--- config.mk ---
export PLATFORM = sky130hd
export DESIGN_NAME = bitmask_alu
export DESIGN_NICKNAME = d
export VERILOG_FILES = /design/src/rtl/bitmask_alu.sv
export SDC_FILE = /design/constraint.sdc
export NUM_CORES = 1
export LEC_CHECK = 0
export BUFFER_PORTS_ARGS = -buffer_cell sky130_fd_sc_hd__buf_2
export CAP_MARGIN = 20
export CORE_ASPECT_RATIO = 1.5
export CORE_UTILIZATION = 41
export CTS_CLUSTER_SIZE = 12
export DETAILED_ROUTE_END_ITERATION = 6
export PLACE_DENSITY = 0.62
export SLEW_MARGIN = 20
export SYNTH_ARGS = -nofsm -noshare
export SYNTH_HDL_FRONTEND = slang
export SYNTH_SLANG_ARGS = --single-unit
--- constraint.sdc ---
create_clock -name clk -period 5.3 [get_ports clk]
set_input_delay 0.265 -clock clk [delete_from_list [all_inputs] [get_ports clk]]
set_output_delay 0.265 -clock clk [all_outputs]
set_load 0.01 [all_outputs]
--- src/rtl/bitmask_alu.sv ---
module bitmask_alu #(
  parameter int XLEN = 64
) (
  input  logic            clk,
  input  logic            rst,
  input  logic            valid_in,
  input  logic [XLEN-1:0] ra,
  input  logic [XLEN-1:0] rb,
  input  logic            rb_zero,
  input  logic            inv,
  input  logic [1:0]      a2_sel,
  input  logic [1:0]      op_sel,
  input  logic            keep,
  input  logic            rec,
  output logic            valid_out,
  output logic [XLEN-1:0] res_out,
  output logic [2:0]      cond_out,
  output logic            illegal_out
);

  localparam logic [XLEN-1:0] ONES = {XLEN{1'b1}};
  localparam logic [XLEN-1:0] ONE  = XLEN'(1);

  logic [XLEN-1:0] mask, a1, a2_raw, a2, comb, res;
  logic [2:0]      cond;
  logic            bad_op;

  assign mask = rb_zero ? ONES : rb;
  assign a1   = (inv ? ~ra : ra) & mask;

  always_comb begin
    unique case (a2_sel)
      2'd0:    a2_raw = ~ra + ONE;
      2'd1:    a2_raw = ra - ONE;
      2'd2:    a2_raw = ra + ONE;
      default: a2_raw = ~(ra + ONE);
    endcase
  end

  assign a2     = a2_raw & mask;
  assign bad_op = (op_sel == 2'd3);

  always_comb begin
    unique case (op_sel)
      2'd0:    comb = a1 | a2;
      2'd1:    comb = a1 & a2;
      2'd2:    comb = a1 ^ a2;
      default: comb = '0;
    endcase
  end

  assign res = (comb & mask) | (keep ? (ra & ~mask) : '0);

  always_comb begin
    cond = 3'b000;
    if (rec) begin
      if (res[XLEN-1])   cond = 3'b100;
      else if (res != 0) cond = 3'b010;
      else               cond = 3'b001;
    end
  end

  always_ff @(posedge clk) begin
    if (rst) begin
      valid_out   <= 1'b0;
      illegal_out <= 1'b0;
    end else begin
      valid_out   <= valid_in;
      illegal_out <= valid_in && bad_op;
    end
    if (valid_in) begin
      res_out  <= res;
      cond_out <= cond;
    end
  end

  p_valid_rise_r8: assert property (@(posedge clk) disable iff (rst)
    valid_in |=> valid_out);
  p_valid_idle_r8: assert property (@(posedge clk) disable iff (rst)
    !valid_in |=> !valid_out && !illegal_out);
  p_illegal_zero_r5: assert property (@(posedge clk) disable iff (rst)
    illegal_out |-> valid_out && ((res_out & ~$past(keep ? ~mask : '0)) == '0));
  p_outside_clear_r6: assert property (@(posedge clk) disable iff (rst)
    (valid_in && !keep) |=> (res_out & ~$past(mask)) == '0);
  p_outside_kept_r7: assert property (@(posedge clk) disable iff (rst)
    (valid_in && keep) |=> ((res_out ^ $past(ra)) & ~$past(mask)) == '0);
  p_cond_onehot_r9: assert property (@(posedge clk) disable iff (rst)
    valid_out |-> $onehot0(cond_out));
  p_cond_present_r9: assert property (@(posedge clk) disable iff (rst)
    (valid_in && rec) |=> $countones(cond_out) == 1);

endmodule

# ---- Word-level counts from Yosys, hierarchy flattened
# Cells that the tools add are included.
dict set report totals {
  reg_bits 69
  inputBits 139
  output_inout_bits 69
  word_cells 37
}
dict set report op_classes {
  addsub 3
  n_eq_ne 5
  muxes 7
  bitwise_logic 12
  reduce_logical 5
}
# operator n
set ops {}
lappend ops {{64-bit case mux with 3 select lines} 2}
lappend ops {{64-bit AND} 5}
lappend ops {{64-bit 2-to-1 mux} 3}
lappend ops {{64-bit inverter} 3}
lappend ops {{64-bit by 1-bit adder with 64-bit output (second input constant)} 2}
lappend ops {{64-bit OR} 2}
lappend ops {{64-bit nonzero test} 1}
lappend ops {{64-bit by 1-bit subtractor with 64-bit output (second input constant)} 1}
lappend ops {{64-bit XOR} 1}
lappend ops {{2-bit equality test (second input constant)} 3}
lappend ops {{2-bit by 1-bit equality test with 1-bit output (second input constant)} 2}
lappend ops {{2-bit zero test} 2}
lappend ops {{3-bit 2-to-1 mux} 1}
lappend ops {{2-bit 2-to-1 mux} 1}
lappend ops {{2-bit OR reduction} 1}
lappend ops {{1-bit logical AND} 1}
lappend ops {{1-bit inverter} 1}

# ---- Logic depth before layout (Yosys ltp)
dict set report depth {
  depth_word 11
  ltp_mapped 18
}

# ---- Worst setup path before layout
# OpenSTA, ideal clock, no wires.
dict set report synth_path {
  path_kind {input-to-reg}
  start {input port ra[9]}
  end {register cond_out[1], data pin}
  arrival_ns 4.149
  t_required_ns 5.045
  setup_slack_ns 0.896
  stages 17
  path_buffers 2
  path_cell_list {buf_6 -> or4_4 -> or3_1 -> nor4bb_1 -> buf_4 -> nand2_4 -> o31ai_1 -> xnor2_1 -> and2_1 -> ha_1 -> nand2b_1 -> a311oi_1 -> o22ai_1 -> or4_1 -> nor4_1 -> nand4_1 -> and3b_1}
}
dict set report synth_via {
  elab_chain_cells 10
  word_cells_on_any_way 20
  cone_classes {3 x add/sub; 5 x mux; 10 x bitwise; 2 x reduce/logical}
}
# item line_no
set synth_lines {}
lappend synth_lines {{start: declaration} 7} ;# input logic [XLEN-1:0] ra,
lappend synth_lines {{64-bit by 1-bit adder with 64-bit output or 64-bit inverter (tied branches)} n/a}
lappend synth_lines {{64-bit inverter or 64-bit by 1-bit adder with 64-bit output (tied branches)} {36, 33}}
lappend synth_lines {{64-bit case mux with 3 select lines} 32} ;# unique case (a2_sel)
lappend synth_lines {{64-bit AND} 40} ;# assign a2 = a2_raw & mask;
lappend synth_lines {{64-bit XOR (tied with other cells)} 47} ;# 2'd2: comb = a1 ^ a2;
lappend synth_lines {{64-bit case mux with 3 select lines} 44} ;# unique case (op_sel)
lappend synth_lines {{64-bit AND} 52} ;# assign res = (comb & mask) | (keep ? (ra & ~mask) : '0);
lappend synth_lines {{64-bit OR (*)} 52}
lappend synth_lines {{64-bit nonzero test} 58} ;# else if (res != 0) cond = 3'b010;
lappend synth_lines {{2-bit 2-to-1 mux} 58}
lappend synth_lines {{end signal: assignment} 73} ;# cond_out <= cond;
lappend synth_lines {{end: declaration} 17} ;# output logic [2:0] cond_out,
# Mark *: on every way between the ends. The rest lies on a longest branch, timed or not.
# A chain may end at the register's enable or synchronous reset.

# ---- Final worst setup path
dict set report layout_path {
  start {input port ra[0]}
  end {register cond_out[1], data pin}
}
# Same word-level chain as after synthesis.

==> summary.txt <==
status: finished clean
synth cell count leaders: 179 x nor2_1, 142 x nand2_1, 131 x ha_1
total CTS buffers: 9
std cell rows: 80
main combinational cell family by area after synthesis: simple AND/OR/NAND/NOR gates
YS warnings: 0
HP Class: primary input to flip-flop
Most used DFF post-synth: edfxtp_1
detailed-route via count: 14200
Die W: 149 um
drt drc: 0
maximum clock frequency: 202 MHz
GP Congestion: 0.963
multi-input logic area: 10300 um^2
fin crit period: 4.94 ns
first-pass GRT wire length: 76.6 mm
top cell type by total area after synthesis: edfxtp_1
CP endpoint kind: flip-flop
Syn Nets: 2101
slowest CP cell: or4_1
worst-path maximum fanout: 8
routed length per placed instance: 20.5 um
unrepaired setup endpoints after global routing: false
final hold vios: 0
CP Launch Type: primary input
vias in the first global route: 14000
Core Area: 31800 um^2
Yosys reg bits: 69
most common cell in the netlist: nor2_1
Area Growth Syn to Fin: 15.5%
Die Y-Extent: 222 um
DR iter-0 viols: 928
Compound-Gate Fraction of Synth Area: 0.178
# placed instances: 2397
post-synthesis cell area: 13300 um^2
Max Slew Vio Count: 0
vias per cell: 5.86
crit path DAT: 5.07 ns
fraction of registers with async set/reset: 0
Post-Synth Adder-Cell Area: 0.123
mux share of post-synthesis cell area: 0.0158
Worst Path Required: 5.43 ns
Final period util: 0.932
Total GRT Usage: 0.299
Max Cap Viol: 0
post-synthesis xor/xnor area fraction: 0.113
Sequential Area: 2050 um^2
Total Power: 2.59 mW
grt ovf: 0
post-synthesis simple-gate area fraction: 0.341
top cell type's share of synthesized area: 0.151
post-synthesis sequential area ratio: 0.154
Post-synth EDFFs: 67
sum of negative setup slack: 0 ns
Antenna Violating Nets Remaining: 0
fill count: 3247
critical-path cell list: buf_2 > ha_1 > inv_1 > nor4_1 > buf_4 > nand4_1 > buf_4 > o31a_1 > o21ai_0 > nand4_1 > and3_1 > ha_1 > nand2b_1 > a311oi_1 > o22ai_1 > or4_1 > nor4_2 > buf_4 > nand4_1 > and3b_1
Post-DP HPWL: 38.2 mm
area post-placement: 15000 um^2
layout cells sized above 1: 0.201
number of buffers inserted by hold repair at cts: 0
die area: 33100 um^2
clk slew on worst S/H paths: 0.06 ns
CTS Root Cell: clkbuf_16
Syn Area/Cell: 7.26 um^2
TritonCTS clock tree: done
pin count of the biggest net entering global routing: 109
Routed WL: 49.5 mm
non-filler cells, final: 2417
H-tree levels: 3
leakage: 6.67 nW
initial antenna violation count: 4
Peak VDD IR: 0.171 mV
Pwr per Cell Area: 169 nW/um^2
Initial DRT Pass Iterations: 5
Synth area leaders: edfxtp_1 15%, ha_1 12%, xor2_1 5.8%
Starting Density: 0.417
clk sink count: 69
Longest Clk Path Bufs: 2
design area: 15300 um^2
Port-buffer cells: 207
Largest stage delay, worst path: 0.51 ns
Slew headroom: 0.352
WS Path Type: primary input to flip-flop
worst slew pin tran: 0.972 ns
postcts setup bufs: 0
io pins: 208
final setup fails: 0
Cells after Synth: 1831
fin nets: 2268
post-synthesis cell type count: 80
final cells by class:
class | instances | area share
diodes | 4 | 0.000652
flip-flops and latches | 69 | 0.134
inverters | 102 | 0.0250
well taps | 410 | 0.0334
clock inverters | 6 | 0.00506
clock buffers | 10 | 0.0149
multi-input cells | 1507 | 0.668
repair buffers | 309 | 0.119
cells by family (layout without fill, tap and decap cells):
logic type,after synthesis,after routing
AO/OA/AOI/OAI,347,347
XOR/XNOR,171,171
adder cells (fa/ha/maj),131,131
buffers and inverters,255,427
flip-flops,69,69
multiplexers,20,20
other,0,4
AND/OR/NAND/NOR,838,838
power breakdown:
| part | internal (mW) | total [mW] | switching, mW |
|---|---|---|---|
| Combinational | 0.512 | 1.23 | 0.714 |
| Clock | 0.407 | 0.671 | 0.264 |
| Sequential | 0.680 | 0.696 | 0.0154 |
| Total | 1.60 | 2.59 | 0.993 |
final timing paths:
check | startpoint | to | slack (ns) | cells past startpoint
worst max-delay path | ra[0] | cond_out[1] | 0.36 | 20
worst min-delay path | rst | valid_out | 0.05 | 2
what timing repair did:
item,CTS,global route
setup endpoints to repair,0,2
gates resized for setup,0,1
hold endpoints to repair,0,0
routing by layer:
metal / vias to the layer above / GRT usage / wire (um) / share of wire
li1: 6771 / - / - / -
met1: 6761 / 0.354 / 20000 / 0.40
met2: 507 / 0.516 / 24500 / 0.50
met3: 132 / 0.0355 / 2430 / 0.049
met4: 0 / 0.168 / 2500 / 0.050
met5: - / 0 / 0 / 0
metrics by stage:
| step | utilization | setup WS (ns) | hold WS, ns |
|---|---|---|---|
| 2_1_floorplan | - | 0.896 | 0.344 |
| 4_1_cts | 0.482 | 0.230 | 0.0421 |
| 3_3_place_gp | 0.472 | -0.0132 | 0.432 |
| 5_1_grt | 0.482 | 0.0864 | 0.0516 |
| 3_5_place_dp | 0.472 | -0.138 | 0.442 |
| 6_report | 0.482 | 0.360 | 0.0533 |
state kept, by name, indices dropped and copies added (netlist names):
name         flops
cond_out         3
illegal_out      1
res_out         64
valid_out        1
layout by cell type, fill, tap and decap left out, types with 53 or more instances in the layout:
cell type	netlist	final
nor2_1	179	179
or2_2	54	54
o21ai_0	64	64
and2_1	55	55
a21oi_1	81	81
nor3_1	53	53
xor2_1	88	88
ha_1	131	131
nand2b_1	71	71
nand2_1	142	142
inv_1	101	101
edfxtp_1	67	67
buf_4	1	106
buf_2	14	202
xnor2_1	83	83
worst max-delay path, delay by kind of cell:
family	cells	cell delay (ns)
and+or+nand+nor	9	2.38
adders and majority gates	2	0.55
AOI/OAI and AO/OA	4	1.04
buffers and inverters	5	0.85
Note: power is estimated with default switching activity, not from simulation.
